## src/rtl/wdk_pkg.sv

```systemverilog
package wdk_pkg;
  localparam int unsigned ADDR_W = 5;
  localparam int unsigned DATA_W = 32;

  localparam logic [ADDR_W-1:0] OFS_CTRL = 5'h00;
  localparam logic [ADDR_W-1:0] OFS_LEN  = 5'h04;
  localparam logic [ADDR_W-1:0] OFS_KICK = 5'h08;
  localparam logic [ADDR_W-1:0] OFS_STAT = 5'h0C;
  localparam logic [ADDR_W-1:0] OFS_IVAL = 5'h10;
  localparam logic [ADDR_W-1:0] OFS_SWR  = 5'h14;

  localparam logic [7:0]        CTRL_KEY = 8'h22;
  localparam logic [4:0]        LEN_KEY  = 5'h08;
  localparam int unsigned       LEN_LSB  = 5;
  localparam logic [DATA_W-1:0] KICK_KEY = 32'h0000_1971;
  localparam logic [DATA_W-1:0] SWR_KEY  = 32'h0000_1209;

  typedef struct packed {
    logic dual;
    logic irq_en;
    logic out_en;
    logic pol;
    logic en;
  } ctrl_t;

  typedef enum logic [2:0] {
    SEL_NONE, SEL_CTRL, SEL_LEN, SEL_KICK, SEL_STAT, SEL_IVAL, SEL_SWR
  } sel_e;
endpackage

```

## src/rtl/wdk_regs.sv

```systemverilog
module wdk_regs
  import wdk_pkg::*;
#(
  parameter int unsigned CNT_W   = 10,
  parameter int unsigned LEN_RST = 1023
) (
  input  logic              clk,
  input  logic              rst_n,
  input  logic [ADDR_W-1:0] addr,
  input  logic [DATA_W-1:0] wdata,
  input  logic              we,
  input  logic [1:0]        cause,
  input  logic [CNT_W-1:0]  units,
  output ctrl_t             ctrl,
  output logic [CNT_W-1:0]  len,
  output logic              arm,
  output logic              kick,
  output logic              swr,
  output logic [DATA_W-1:0] rdata
);
  sel_e sel;
  logic ctrl_ok, len_ok;

  always_comb begin
    unique case (addr)
      OFS_CTRL: sel = SEL_CTRL;
      OFS_LEN:  sel = SEL_LEN;
      OFS_KICK: sel = SEL_KICK;
      OFS_STAT: sel = SEL_STAT;
      OFS_IVAL: sel = SEL_IVAL;
      OFS_SWR:  sel = SEL_SWR;
      default:  sel = SEL_NONE;
    endcase
  end

  assign ctrl_ok = we && (sel == SEL_CTRL) && (wdata[31:24] == CTRL_KEY);
  assign len_ok  = we && (sel == SEL_LEN) && (wdata[4:0] == LEN_KEY);
  assign arm     = ctrl_ok && wdata[0] && !ctrl.en;
  assign kick    = we && (sel == SEL_KICK) && (wdata == KICK_KEY);
  assign swr     = we && (sel == SEL_SWR) && (wdata == SWR_KEY);

  always_ff @(posedge clk or negedge rst_n) begin
    if (!rst_n) begin
      ctrl <= '0;
      len  <= CNT_W'(LEN_RST);
    end else begin
      if (ctrl_ok) begin
        ctrl.en     <= wdata[0];
        ctrl.pol    <= wdata[1];
        ctrl.out_en <= wdata[2];
        ctrl.irq_en <= wdata[3];
        ctrl.dual   <= wdata[6];
      end
      if (len_ok) len <= wdata[LEN_LSB +: CNT_W];
    end
  end

  always_comb begin
    rdata = '0;
    unique case (sel)
      SEL_CTRL: begin
        rdata[0] = ctrl.en;
        rdata[1] = ctrl.pol;
        rdata[2] = ctrl.out_en;
        rdata[3] = ctrl.irq_en;
        rdata[6] = ctrl.dual;
      end
      SEL_LEN:  rdata[LEN_LSB +: CNT_W] = len;
      SEL_STAT: begin
        rdata[31] = cause[1];
        rdata[30] = cause[0];
      end
      SEL_IVAL: rdata[CNT_W-1:0] = units;
      default:  rdata = '0;
    endcase
  end

  p_ctrl_badkey_r2: assert property (@(posedge clk) disable iff (!rst_n)
    (we && addr == OFS_CTRL && wdata[31:24] != CTRL_KEY) |=> $stable(ctrl));
  p_len_badkey_r3: assert property (@(posedge clk) disable iff (!rst_n)
    (we && addr == OFS_LEN && wdata[4:0] != LEN_KEY) |=> $stable(len));
endmodule

```

## src/rtl/wdk_countdown.sv

```systemverilog
module wdk_countdown #(
  parameter int unsigned CNT_W    = 10,
  parameter int unsigned PRESCALE = 512
) (
  input  logic             clk,
  input  logic             rst_n,
  input  logic             en,
  input  logic             arm,
  input  logic             kick,
  input  logic [CNT_W-1:0] len,
  output logic [CNT_W-1:0] units,
  output logic             expire
);
  localparam int unsigned PS_W = (PRESCALE > 1) ? $clog2(PRESCALE) : 1;
  localparam logic [PS_W-1:0] PS_LAST = PS_W'(PRESCALE - 1);

  logic [PS_W-1:0]  presc;
  logic [CNT_W-1:0] len_eff;
  logic             presc_last, load;

  assign len_eff    = (len == '0) ? CNT_W'(1) : len;
  assign presc_last = (presc == PS_LAST);
  assign load       = arm || (en && kick);
  assign expire     = en && presc_last && (units == CNT_W'(1));

  always_ff @(posedge clk or negedge rst_n) begin
    if (!rst_n) begin
      presc <= '0;
      units <= '0;
    end else if (load) begin
      presc <= '0;
      units <= len_eff;
    end else if (!en) begin
      presc <= '0;
      units <= '0;
    end else if (presc_last) begin
      presc <= '0;
      units <= (units == CNT_W'(1)) ? len_eff : units - CNT_W'(1);
    end else begin
      presc <= presc + PS_W'(1);
    end
  end

  p_load_nonzero_r8: assert property (@(posedge clk) disable iff (!rst_n)
    load |=> (units != '0) && (presc == '0));
  p_stop_r7: assert property (@(posedge clk) disable iff (!rst_n)
    (!en && !arm) |=> (units == '0));
  p_run_nonzero_r4: assert property (@(posedge clk) disable iff (!rst_n)
    (en && !$past(arm)) |-> $past(en) ? (units != '0) : 1'b1);
  p_expire_wrap_r4: assert property (@(posedge clk) disable iff (!rst_n)
    expire |=> (presc == '0));
endmodule

```

## src/rtl/wdk_fire.sv

```systemverilog
module wdk_fire #(
  parameter int unsigned PULSE_LEN = 64
) (
  input  logic       clk,
  input  logic       rst_n,
  input  logic       expire,
  input  logic       swr,
  output logic       active,
  output logic [1:0] cause
);
  localparam int unsigned PW = $clog2(PULSE_LEN + 1);

  logic [PW-1:0] cnt;
  logic          fire;

  assign fire   = expire || swr;
  assign active = (cnt != '0);

  always_ff @(posedge clk or negedge rst_n) begin
    if (!rst_n) begin
      cnt   <= '0;
      cause <= '0;
    end else begin
      if (fire)        cnt <= PW'(PULSE_LEN);
      else if (active) cnt <= cnt - PW'(1);
      if (expire) cause[1] <= 1'b1;
      if (swr)    cause[0] <= 1'b1;
    end
  end

  p_pulse_count_r9: assert property (@(posedge clk) disable iff (!rst_n)
    (active && !fire) |=> (cnt == $past(cnt) - PW'(1)));
  p_sticky_tmo_r11: assert property (@(posedge clk) disable iff (!rst_n)
    cause[1] |=> cause[1]);
  p_sticky_sw_r11: assert property (@(posedge clk) disable iff (!rst_n)
    cause[0] |=> cause[0]);
endmodule

```

## src/rtl/wdk_timer.sv

```systemverilog
module wdk_timer
  import wdk_pkg::*;
#(
  parameter int unsigned CNT_W     = 10,
  parameter int unsigned PRESCALE  = 512,
  parameter int unsigned PULSE_LEN = 64
) (
  input  logic              clk,
  input  logic              rst_n,
  input  logic [ADDR_W-1:0] bus_addr,
  input  logic [DATA_W-1:0] bus_wdata,
  input  logic              bus_we,
  output logic [DATA_W-1:0] bus_rdata,
  output logic              rst_out,
  output logic              irq_out
);
  localparam int unsigned LEN_RST = (1 << CNT_W) - 1;

  ctrl_t            ctrl;
  logic [CNT_W-1:0] len, units;
  logic [1:0]       cause;
  logic             arm, kick, swr, expire, active, drive;

  wdk_regs #(.CNT_W(CNT_W), .LEN_RST(LEN_RST)) u_regs (
    .clk(clk), .rst_n(rst_n), .addr(bus_addr), .wdata(bus_wdata), .we(bus_we),
    .cause(cause), .units(units), .ctrl(ctrl), .len(len),
    .arm(arm), .kick(kick), .swr(swr), .rdata(bus_rdata)
  );

  wdk_countdown #(.CNT_W(CNT_W), .PRESCALE(PRESCALE)) u_count (
    .clk(clk), .rst_n(rst_n), .en(ctrl.en), .arm(arm), .kick(kick),
    .len(len), .units(units), .expire(expire)
  );

  wdk_fire #(.PULSE_LEN(PULSE_LEN)) u_fire (
    .clk(clk), .rst_n(rst_n), .expire(expire), .swr(swr),
    .active(active), .cause(cause)
  );

  assign drive   = active && ctrl.out_en;
  assign rst_out = ctrl.pol ? drive : !drive;
  assign irq_out = active && ctrl.irq_en;

  p_irq_cause_r10: assert property (@(posedge clk) disable iff (!rst_n)
    irq_out |-> (cause != 2'b00));
  p_pin_gate_r9: assert property (@(posedge clk) disable iff (!rst_n)
    (rst_out == ctrl.pol) |-> (ctrl.out_en && cause != 2'b00));
endmodule

```

## config.mk

```make
export PLATFORM = sky130hd
export DESIGN_NAME = wdk_timer
export DESIGN_NICKNAME = d
export VERILOG_FILES = /design/src/rtl/wdk_pkg.sv /design/src/rtl/wdk_regs.sv /design/src/rtl/wdk_countdown.sv /design/src/rtl/wdk_fire.sv /design/src/rtl/wdk_timer.sv
export SDC_FILE = /design/constraint.sdc
export NUM_CORES = 1
export LEC_CHECK = 0
export ABC_CLOCK_PERIOD_IN_PS = 2400
export BUFFER_PORTS_ARGS = -buffer_cell sky130_fd_sc_hd__buf_2
export CORE_MARGIN = 2
export CORE_UTILIZATION = 50
export DETAILED_ROUTE_END_ITERATION = 16
export PLACE_DENSITY_LB_ADDON = 0.12
export SYNTH_ARGS = -nofsm -noshare
export SYNTH_HDL_FRONTEND = slang
export SYNTH_SLANG_ARGS = --single-unit
```

## constraint.sdc

```tcl
create_clock -name clk -period 2.4 [get_ports clk]
set_input_delay 0.12 -clock clk [delete_from_list [all_inputs] [get_ports clk]]
set_output_delay 0.12 -clock clk [all_outputs]
set_load 0.05 [all_outputs]
```

## Word-level counts from Yosys, hierarchy flattened

Cells that the tools add are included.

- Add/sub/neg operators: 3
- Equality and inequality tests: 18
- Muxes and demuxes: 19
- Reduce and logical (&&, ||, !) cells: 23

Operators with widths:

| cell | count |
|---|---|
| $eq A32 B13 Y1 const B | 2 |
| $mux W10 | 5 |
| $mux W9 | 3 |
| $pmux W3 S6 | 1 |
| $eq A5 B4 Y1 const B | 3 |
| $logic_and A1 B1 Y1 | 15 |
| $mux W7 | 2 |
| $eq A10 B1 Y1 const B | 1 |
| $eq A5 B5 Y1 const B | 2 |
| $logic_not A10 Y1 | 1 |
| $sub A10 B1 Y10 const B | 1 |
| $add A9 B1 Y9 const B | 1 |
| $eq A3 B3 Y1 const B | 3 |
| $eq A9 B9 Y1 const B | 1 |
| $eq A8 B6 Y1 const B | 1 |
| $pmux W4 S2 | 1 |
| $reduce_bool A7 Y1 | 1 |
| $sub A7 B1 Y7 const B | 1 |
| $eq A3 B2 Y1 const B | 2 |
| $pmux W3 S2 | 1 |
| $eq A5 B3 Y1 const B | 1 |
| $logic_not A5 Y1 | 1 |
| $mux W5 | 1 |
| $eq A3 B1 Y1 const B | 1 |
| 8 further kinds | 11 |

- Flip-flop bits (word level): 43
- Output and inout bits: 34
- Word-level logic and storage cells: 74

## Longest topological paths before layout

Gate-level depths: netlist of the first run.

- Depth after elaboration: 9
- Mapped depth: 9
- Gate-level depth less buffers: 9

## Cells and area by module

Synthesis of the first run repeated with hierarchy kept, for this count alone.

- Cells, all modules: 273
- Area total of the unflattened synthesis: 2795.2 µm²

By module, submodules not included:

| module | instances | cells an instance | area each (µm²) | sequential area each (µm²) |
|---|---|---|---|---|
| wdk_countdown | 1 | 129 | 1207.4 | 475.5 |
| wdk_regs | 1 | 99 | 1098.6 | 387.9 |
| wdk_fire | 1 | 42 | 469.2 | 225.2 |
| wdk_timer | 1 | 3 | 20.0 | 0.0 |

## Worst setup path after synthesis of the first run

Ideal clock, no wire load.

- Kind: flip-flop to flip-flop
- Start point: register u_regs.ctrl[0] (netlist name)
- End point: register u_count.presc[5]
- Library setup time: 0.120 ns
- Arrival: 2.038 ns
- Required time: 2.280 ns
- Setup slack: 0.243 ns
- Cell stages (with the launch flop): 8
- Buffers on the path: 2
- Clock period less this slack: 2.157 ns
- Path through: dfrtp_1 -> buf_2 -> nand4b_1 -> or4_4 -> o41a_4 -> nand2b_4 -> buf_12 -> and2b_2

- Longest elaborated chain between the ends: 4
- Elaborated cells between the ends (all ways): 6
- Classes of those cells: mux (2); reduce/logical (4)

RTL lines:

| element | RTL line | source |
|---|---|---|
| $logic_not A1 Y1 | - |  |
| $logic_and A1 B1 Y1 | wdk_regs.sv:38 | `assign arm = ctrl_ok && wdata[0] && !ctrl.en;` |
| $logic_or A1 B1 Y1 | wdk_countdown.sv:23 | `assign load = arm \|\| (en && kick);` |
| $mux W9 (*) | wdk_countdown.sv:30 | `end else if (load) begin` |
| to (signal assigned) | wdk_countdown.sv:40 | `presc <= presc + PS_W'(1);` |
| to (decl) | wdk_countdown.sv:17 | `logic [PS_W-1:0] presc;` |

Every way passes the cells marked *; elsewhere a longest branch is shown, timed or not.
A chain may end at the register's enable or synchronous reset.

## Worst setup path in the final report of the first run

- Start point: register u_count.units[7]
- End point: register u_count.units[9]

- Longest elaborated chain between the ends: 5
- Elaborated cells between the ends (all ways): 6
- Classes of those cells: add/sub (1); eq/ne (1); mux (4)

RTL lines:

| element | RTL line | source |
|---|---|---|
| from (decl) | wdk_countdown.sv:11 | `output logic [CNT_W-1:0] units,` |
| from (signal assigned) | wdk_countdown.sv:32 | `units <= len_eff;` |
| from (signal assigned) | wdk_countdown.sv:38 | `units <= (units == CNT_W'(1)) ? len_eff : units - CNT_W'(1);` |
| $sub A10 B1 Y10 or $eq A10 B1 Y1 (tied branches) | wdk_countdown.sv:38 |  |
| $mux W10 (*) | wdk_countdown.sv:38 |  |
| $mux W10 (*) | wdk_countdown.sv:36 | `end else if (presc_last) begin` |
| $mux W10 (*) | wdk_countdown.sv:33 | `end else if (!en) begin` |
| $mux W10 (*) | wdk_countdown.sv:30 |  |

Every way passes the cells marked *; elsewhere a longest branch is shown, timed or not. The select of a mux whose other input is x is not followed.

==> results.md, run 1 <==
* VDD IR max at 266 uV
* Die Y at ~80 um
* Clk root buf: clkbuf_8
* Measured slew at the worst slew-check pin at 957 ps
* I/O pin cnt at 74
* Sink Count at between 40 and 50
* Final Hold Viols at 0
* YS warnings at 0
* Top FF cell, synth: dfrtp_1
* Die area at about 6300 um^2
* Fin crit period at around 2300 ps
* Worst-path maximum fanout at 5
* Syn_area_per_cell at between 9 and 10 um^2
* Die width at ~80 um
* Setup TNS at 0 ps
* Port Buffers at 58
* Gpl congestion at a little under 0.9
* CP Data Required Time at approximately 2600 ps
* Worst Setup Slack, final at a little under 100 ps
* Largest net degree at the start of global routing at 44
* Post-Layout Cell Count at 435
* Commonest cells post-synth: dfrtp_1 (33), nor2_1 (25), nand2_1 (18)
* Yosys cell types at 64
* Critical path capture point type: flop
* Pwr Density at roughly 400 nW/um^2
* Outcome: completed
* Clock Tree Buf Depth at 2
* Critical Path AT at ~2500 ps
* Post-synth EDFFs at 0
* Worst hold path type: in -> reg
* Rel. slew slack at 0.362
* Area leader, netlist: dfrtp_1
* Layout cells sized above 1 at 0.344
* Cell Area, Synth at 2850 um^2
* GRT Util Overall at 0.245
* Nets@finish at slightly above 400
* Clock transition at the registers of the reported paths at about 80 ps
* HPWL Detailed at 5.42 mm
* CTS tree: built
* Most frequent cell after synthesis: dfrtp_1
* WL/cell at about 16 um
* Diode count at 0
* Placed cell count at 426
* DRT Wirelength at approximately 7 mm
* Core Box Area at about 5500 um^2
* Vias in the first global route at between 2000 and 2500
* Synth Instances at about 290
* Remaining Overflow, GRT at 0
* 1st-iter DRT viols at 140
* CTS Hold Bufs at 1
* Global-route wire length before repair at approximately 12 mm
* Row count at 27
* Worst Reg-to-Reg Cells at 5
* Synth area leaders: dfrtp_1 (29%), dfstp_2 (9.2%), mux2_2 (6.7%)
* Pre-CTS setup slack at 114 ps
* DR vias/cell at 5.77
* ANT nets after route at 0
* Tcrit/Tclk final at 0.959
* DRC errors left at 0
* Postcts setup bufs at 0
* Synthesis-to-layout area growth at 16.6%
* Clk_skew at around 12 ps
* Unrepaired setup endpoints after global routing: no
* Worst setup SP type: flop
* Total CTS buffers at 5
* Hold Path Cell Cnt at 2
* Type of the worst setup path: reg -> reg
* Fmax at around 430 MHz
* Setup violators final at 0
* Pleak at around 1.6 nW
* Async set-reset flop share out of synthesis at 1.00
* Yosys reg bits at 43
* R2R setup slack at slightly below 100 ps
* Max-slew violations at 0
* Worst skew pair latency at approximately 300 ps
* Yosys top cell area share at 0.289
* Antenna violations before repair at 0
* Maxcap violations at 0
* Post-CTS sizing at 0
* Fill count at between 400 and 500
* Seq/Total Area, Yosys at 0.381
* DR vias at 2509
* Pre-antenna DRT Iters at 4
* Initial Util at 0.518
* H-tree depth at 2
==> power by group <==
| part | switching [mW] | total [mW] | internal [mW] |
|---|---|---|---|
| registers | 0.00424 | 0.734 | 0.730 |
| clock network | 0.251 | 0.455 | 0.204 |
| logic | 0.105 | 0.147 | 0.0414 |
==> path summary, 6_finish.rpt <==
check,from,to
worst max-delay path,u_count.units[7]$_DFFE_PN0P_,u_count.units[9]$_DFFE_PN0P_
worst min-delay path,bus_wdata[13],u_regs.len[8]$_DFFE_PN1P_
worst max register to register,u_count.units[7]$_DFFE_PN0P_,u_count.units[9]$_DFFE_PN0P_
worst min register to register,u_fire.cause[0]$_DFFE_PN0P_,u_fire.cause[0]$_DFFE_PN0P_
max in group asynchronous,rst_n,u_fire.cnt[3]$_DFFE_PN0P_
min in group asynchronous,rst_n,u_count.presc[2]$_DFF_PN0_
==> layout make-up <==
cell class                 instances  area, um^2  share of cell area
multi-input combinational        227        1600               0.482
sequential                        43        1090               0.327
timing repair buffer              76         428               0.129
tap                               72        90.1              0.0271
clock buffer                       6        72.6              0.0218
inverter                           9        33.8              0.0102
clock inverter                     2        11.3             0.00338
==> state kept, by name, indices dropped and copies added (netlist names) <==
register,count
u_count.presc,9
u_fire.cause,2
u_regs.len,10
u_count.units,10
u_regs.ctrl,5
u_fire.cnt,7
==> logic make-up after synthesis <==
logic type	synth area share
DFF	0.381
xor gates and xnor gates	0.0491
AOI/OAI and AO/OA	0.150
muxes	0.0741
and+or+nand+nor	0.243
buffers and inverters	0.0750
other	0.00131
adders and majority gates	0.0263
==> metrics by stage <==
| step | utilization | area, um^2 | hold WS [ps] | total power [mW] |
|---|---|---|---|---|
| CTS | 0.604 | 3330 | 59.9 | 1.35 |
| global route | 0.604 | 3330 | 61.7 | 1.39 |
| finish | 0.604 | 3330 | 64.5 | 1.34 |
| global placement | 0.587 | 3230 | 323 | 0.892 |
| floorplan | - | 2910 | -176 | 0.846 |
| detailed placement | 0.587 | 3230 | 332 | 0.894 |
==> worst max-delay path, cell delays in order, from the launching register on <==
cell       delay (ps)
dfrtp_1           430
or4_1             620
or2_1             280
or4b_1            480
a31o_2            260
a2bb2oi_1         160
==> per-layer routing <==
metal / track usage / routed length, um / part of all wire
met5: 0 / 0 / 0
met4: 0.0845 / 127 / 0.018
met3: 0.0452 / 380 / 0.054
met2: 0.420 / 3510 / 0.50
met1: 0.310 / 3010 / 0.43
==> cells in the final DEF (no fill, tap or decap), drive strengths merged, types with 8 or more instances in the layout <==
cell / count
dfstp: 10
nor2: 25
buf: 75
and2: 8
conb: 15
xor2: 11
a22o: 8
dfrtp: 33
nor3: 11
mux2: 17
inv: 10
o21ai: 10
nand2: 18
Note: power is estimated with default switching activity, not from simulation.
==> inputs of run 2 (changes only) <==
--- a/config.mk
+++ b/config.mk
@@ -10,7 +10,7 @@
 export CORE_MARGIN = 2
 export CORE_UTILIZATION = 50
 export DETAILED_ROUTE_END_ITERATION = 16
-export PLACE_DENSITY_LB_ADDON = 0.12
+export PLACE_DENSITY = 0.83
 export SYNTH_ARGS = -nofsm -noshare
 export SYNTH_HDL_FRONTEND = slang
 export SYNTH_SLANG_ARGS = --single-unit
==> results.md, run 2 (synthesis results as in run 1) <==
* Outcome: completed
* Worst setup SP type: flop
* Largest net degree at the start of global routing at 44 (unchanged)
* Combinational power share at 0.095 (-0.015)
* Clock Tree Buf Depth at 2 (unchanged)
* Hold Path Cell Cnt at 2 (unchanged)
* Pre-antenna DRT Iters at 5 (+1)
* H-tree depth at 2 (unchanged)
* Pleak at 1.59 nW (+0.85%)
* Postcts setup bufs at 0 (unchanged)
* DR vias at 2547 (+1.5%)
* Setup violators final at 0 (unchanged)
* Gpl congestion at 0.894 (+2.5%)
* GRT Util Overall at 0.239 (-0.00674)
* Capture point of the worst reg-to-reg path: u_count.units[9]$_DFFE_PN0P_
* Internal at 1.19 mW (+22%)
* Reg power frac at 0.469 (-0.081)
* Max-slew violations at 0 (unchanged)
* Type of the worst setup path: reg -> reg
* FF+latch area at 1090 um^2 (unchanged)
* Synthesis-to-layout area growth at 18.2%
* CP Data Required Time at 2630 ps (+20 ps)
* WL/cell at 16.7 um (+3.3%)
* Layout cells sized above 1 at 0.345 (+0.000951)
* Clk network pwr share at 0.437 (+0.096)
* Final Hold Viols at 0 (unchanged)
* Top flop regs: u_count.units: 10 flops, u_regs.len: 10 flops, u_count.presc: 9 flops
* Post-layout instance area at 3370 um^2 (+1.4%)
* Die width at 79.6 um (unchanged)
* Clock transition at the registers of the reported paths at 80 ps (about the same)
* Rel. slew slack at 0.355 (-0.00718)
* Hold slack final at 63.5 ps (-1.04 ps)
* I/O pin cnt at 74 (unchanged)
* Tcrit/Tclk final at 0.965 (+0.00522)
* Vias in the first global route at 2405 (-1.5%)
* Clk root buf: clkbuf_8
* Diode count at 0 (unchanged)
* Hold_sp: bus_wdata[12]
* 1st-iter DRT viols at 195 (+39%)
* Commonest non-fill, non-tap cell in the layout: buf_2
* Row count at 27 (unchanged)
* Initial Util at 0.518 (unchanged)
* Nets@finish at 407 (-0.25%)
* R2R setup slack at 90 ps (about the same)
* Critical path capture point type: flop
* Port Buffers at 58 (unchanged)
* HPWL Detailed at 5.47 mm (+0.89%)
* VDD IR max at 302 uV (+14%)
* Hold endpoint: u_regs.len[7]$_DFFE_PN1P_
* Pwr Density at 464 nW/um^2 (+16%)
* Reg2Reg Launch Point: u_count.units[7]$_DFFE_PN0P_
* Remaining Overflow, GRT at 0 (unchanged)
* Global-route wire length before repair at 11.6 mm (-3.0%)
* Worst skew pair latency at 310 ps (about the same)
* Most frequent cells in the layout: buf_2 (58), dfrtp_1 (33), nor2_1 (25)
* ANT nets after route at 0 (unchanged)
* DR vias/cell at 5.87 (+1.7%)
* Fin crit period at 2310 ps (+12.5 ps)
* DRC errors left at 0 (unchanged)
* Multi-input logic area at 1600 um^2 (unchanged)
* Sink Count at 43 (unchanged)
* Placed cell area at 3230 um^2 (-0.23%)
* Fill count at 461 (-4.9%)
* Critical path origin: u_count.units[7]$_DFFE_PN0P_
* Fmax at 432 MHz (-0.54%)
* Worst hold path type: in -> reg
* Net Sw Frac at 0.242 (-0.0275)
* Core Box Area at 5510 um^2 (unchanged)
* Die area at 6330 um^2 (unchanged)
* Worst Reg-to-Reg Cells at 5 (unchanged)
* Total CTS buffers at 5 (unchanged)
* Measured slew at the worst slew-check pin at 967 ps (+10.8 ps)
* Clk_skew at 10.6 ps (-1.72 ps)
* Maxcap violations at 0 (unchanged)
* Worst-path maximum fanout at 5 (unchanged)
* Setup TNS at 0 ps (unchanged)
* Critical Path AT at 2550 ps (+40 ps)
* Unrepaired setup endpoints after global routing: no
* CTS tree: built
* Die Y at 79.6 um (unchanged)
* Antenna violations before repair at 0 (unchanged)
* DRT Wirelength at 7.25 mm (+3.1%)
* NetSw at 379 uW (+5.2%)
-- run 2: repair_timing --
action	4_1_cts	5_1_grt
gates resized for setup	0	0
endpoints found under the setup margin	0	0
endpoints found under the hold margin	33	0
hold buffers	1	0
-- run 2: area by class of cell --
class | instances | area share
multi-input combinational | 227 | 0.476
sequential | 43 | 0.323
timing repair buffer | 75 | 0.125
clock buffer | 5 | 0.0204
tap | 72 | 0.0267
clock inverter | 3 | 0.0200
inverter | 9 | 0.0100
-- run 2: critical path, cell delays in order, from the launching register on --
cell and delay [ps]:
dfrtp_1 450, or4_1 640, or2_1 300, or4b_1 470
a31o_2 250, a2bb2oi_1 140
-- run 2: routing by layer --
metal / wire length [um] / up-vias / share of wire / track usage
met4: 333 / 0 / 0.046 / 0.126
met5: 0 / - / 0 / 0
met2: 3550 / 147 / 0.49 / 0.409
met3: 483 / 27 / 0.067 / 0.0305
li1: - / 1176 / - / -
met1: 2880 / 1197 / 0.40 / 0.292
-- run 2: how the worst max path moves through the flow --
stage / endpoint / slack, ps
global route: u_fire.cnt[1]$_DFFE_PN0P_ / 10
CTS: u_count.units[9]$_DFFE_PN0P_ / 110
global placement: u_count.presc[5]$_DFF_PN0_ / 150
floorplan: u_count.presc[5]$_DFF_PN0_ / 240
detailed placement: u_count.presc[5]$_DFF_PN0_ / 110
finish: u_count.units[9]$_DFFE_PN0P_ / 90
-- run 2: through the flow --
step / power [mW] / util / worst slack [ps] / cells
2_1_floorplan: 0.846 / - / 243 / 303
3_3_place_gp: 0.890 / 0.586 / 152 / 425
3_5_place_dp: 0.894 / 0.586 / 110 / 425
4_1_cts: 1.57 / 0.613 / 109 / 434
5_1_grt: 1.61 / 0.613 / 12.0 / 434
6_report: 1.57 / 0.613 / 85.1 / 434
-- run 2: power by group through the flow --
stage | logic (mW) | clock network [mW] | registers [mW]
after detailed placement | 0.146 | 0 | 0.748
after global placement | 0.143 | 0 | 0.747
after global routing | 0.160 | 0.717 | 0.734
final | 0.148 | 0.684 | 0.734
after CTS | 0.148 | 0.691 | 0.734
after floorplan | 0.101 | 0 | 0.746
==> inputs of run 3 (changes only) <==
--- a/config.mk
+++ b/config.mk
@@ -6,11 +6,11 @@
 export NUM_CORES = 1
 export LEC_CHECK = 0
 export ABC_CLOCK_PERIOD_IN_PS = 2400
-export BUFFER_PORTS_ARGS = -buffer_cell sky130_fd_sc_hd__buf_2
 export CORE_MARGIN = 2
 export CORE_UTILIZATION = 50
 export DETAILED_ROUTE_END_ITERATION = 16
-export PLACE_DENSITY = 0.83
+export DONT_BUFFER_PORTS = 1
+export PLACE_DENSITY = 0.72
 export SYNTH_ARGS = -nofsm -noshare
 export SYNTH_HDL_FRONTEND = slang
 export SYNTH_SLANG_ARGS = --single-unit
==> results.md, run 3 (synthesis results as in run 1) <==
* Fill count at 499 (+8.2%)
* 1st-iter DRT viols at 218 (+12%)
* Sink Count at 43 (unchanged)
* DRT Wirelength at 7.13 mm (-1.6%)
* Remaining Overflow, GRT at 0 (unchanged)
* Worst skew pair latency at 300 ps (about the same)
* Clock transition at the registers of the reported paths at 90 ps (about the same)
* Pleak at 1.39 nW (-13%)
* Die width at 79.6 um (unchanged)
* Worst setup SP type: flop
* Total CTS buffers at 5 (unchanged)
* I/O pin cnt at 74 (unchanged)
* Worst hold path type: in -> reg
* Fmax at 441 MHz (+2.1%)
* Largest stage delay on the critical path at 580 ps (-60 ps)
* WL/cell at 18.1 um (+8.4%)
* Die area at 6330 um^2 (unchanged)
* DR vias at 2361 (-7.3%)
* Antenna violations before repair at 0 (unchanged)
* Final Hold Viols at 0 (unchanged)
* Layout cells sized above 1 at 0.220 (-0.125)
* Die Y at 79.6 um (unchanged)
* Hold slack final at 146 ps (+82.6 ps)
* Diode count at 0 (unchanged)
* Reg power frac at 0.546 (+0.077)
* Maxcap violations at 0 (unchanged)
* CP bufs+invs at 1 (+1)
* Pwr Density at 417 nW/um^2 (-10%)
* Cell family with most CP delay: simple AND/OR/NAND/NOR gates
* H-tree depth at 2 (unchanged)
* Global-route wire length before repair at 11.7 mm (+0.82%)
* ANT nets after route at 0 (unchanged)
* CTS tree: built
* Port Buffers at 0 (-100%)
* Net Sw Frac at 0.274 (+0.0317)
* Slowest CP cell: or4_1
* Outcome: completed
* Clk_skew at 7.33 ps (-3.23 ps)
* Critical path capture point type: flop
* Setup TNS at 0 ps (unchanged)
* Nets@finish at 367 (-9.8%)
* Core Box Area at 5510 um^2 (unchanged)
* Gpl congestion at 0.912 (+2.0%)
* Clock Tree Buf Depth at 2 (unchanged)
* Max-slew violations at 0 (unchanged)
* Commonest non-fill, non-tap cell in the layout: dfrtp_1
* GRT Util Overall at 0.243 (+0.00454)
* DRC errors left at 0 (unchanged)
* Clk root buf: clkbuf_8
* DR vias/cell at 5.99 (+2.1%)
* Synthesis-to-layout area growth at 12.9%
* Pre-antenna DRT Iters at 4 (-1)
* Initial Util at 0.518 (unchanged)
* Largest net degree at the start of global routing at 44 (unchanged)
* HPWL Detailed at 5.19 mm (-5.1%)
* Internal at 977 uW (-18%)
* Rel. slew slack at 0.650 (+0.294)
* Worst-path maximum fanout at 4 (-1)
* Top flop regs: u_count.units: 10 flops, u_regs.len: 10 flops, u_count.presc: 9 flops
* NetSw at 368 uW (-2.9%)
* Vias in the first global route at 2390 (-0.62%)
* Fin crit period at 2270 ps (-48.2 ps)
* Type of the worst setup path: reg -> reg
* Critical Path AT at 2490 ps (-60 ps)
* Combinational power share at 0.094 (about the same)
* Most frequent cells in the layout: dfrtp_1 (33), nor2_1 (25), buf_4 (19)
* Unrepaired setup endpoints after global routing: no
* Row count at 27 (unchanged)
* VDD IR max at 273 uV (-9.8%)
* CP Data Required Time at 2630 ps (about the same)
* Measured slew at the worst slew-check pin at 524 ps (-444 ps)
* Tcrit/Tclk final at 0.944 (-0.0201)
* Worst-path cell chain: or4_1, or2_1, o21ai_0, buf_4, o211ai_1, a2bb2oi_1
* Setup violators final at 0 (unchanged)
* Clk network pwr share at 0.360 (-0.077)
==> run 3: layout make-up <==
type                       instances  area [um^2]  area share
clock buffer                       5         68.8      0.0214
sequential                        43         1090       0.338
tap                               72         90.1      0.0280
multi-input combinational        227         1600       0.498
clock inverter                     3         23.8     0.00738
inverter                           9         33.8      0.0105
timing repair buffer              35          313      0.0971
==> run 3: tightest hold or removal path, cell delays in order <==
cell and delay (ps):
nand3_1 50, nor4b_1 70, a21o_1 180
==> run 3: worst paths after layout <==
kind | end | from | slack (ps) | depth (start not counted)
max | u_count.units[6]$_DFFE_PN0P_ | u_count.units[7]$_DFFE_PN0P_ | 130 | 6
min | u_fire.cause[0]$_DFFE_PN0P_ | bus_wdata[9] | 150 | 3
max reg2reg | u_count.units[6]$_DFFE_PN0P_ | u_count.units[7]$_DFFE_PN0P_ | 130 | 6
min reg2reg | u_fire.cause[0]$_DFFE_PN0P_ | u_fire.cause[0]$_DFFE_PN0P_ | 480 | 1
max in group asynchronous | u_regs.len[9]$_DFFE_PN1P_ | rst_n | 1830 | 2
min in group asynchronous | u_fire.cause[0]$_DFFE_PN0P_ | rst_n | 310 | 2
==> run 3: per-layer routing <==
layer	track usage	vias up	share of wire
met5	0	-	0
met4	0.0966	0	0.031
met3	0.0452	20	0.069
met2	0.405	107	0.50
met1	0.312	1137	0.40
li1	-	1097	-
==> run 3: repair_timing <==
item	in CTS	in global routing
endpoints found under the hold margin	58	0
gates resized for setup	0	0
setup buffers	0	0
hold buffers	16	0
==> run 3: power by group through the flow <==
stage	combinational (mW)	sequential [mW]	clock (mW)
2_1_floorplan	0.101	0.746	0
5_1_grt	0.136	0.735	0.522
3_3_place_gp	0.0867	0.747	0
3_5_place_dp	0.0872	0.748	0
6_report	0.127	0.734	0.484
4_1_cts	0.126	0.734	0.492
==> run 3: per-stage QoR <==
step | power, mW | setup WS [ps] | instances | util | instance area [um^2]
3_5_place_dp | 0.835 | 163 | 370 | 0.537 | 2960
5_1_grt | 1.39 | 29.0 | 394 | 0.585 | 3220
6_report | 1.34 | 133 | 394 | 0.585 | 3220
2_1_floorplan | 0.846 | 243 | 303 | - | 2910
3_3_place_gp | 0.834 | 191 | 370 | 0.537 | 2960
4_1_cts | 1.35 | 131 | 394 | 0.585 | 3220
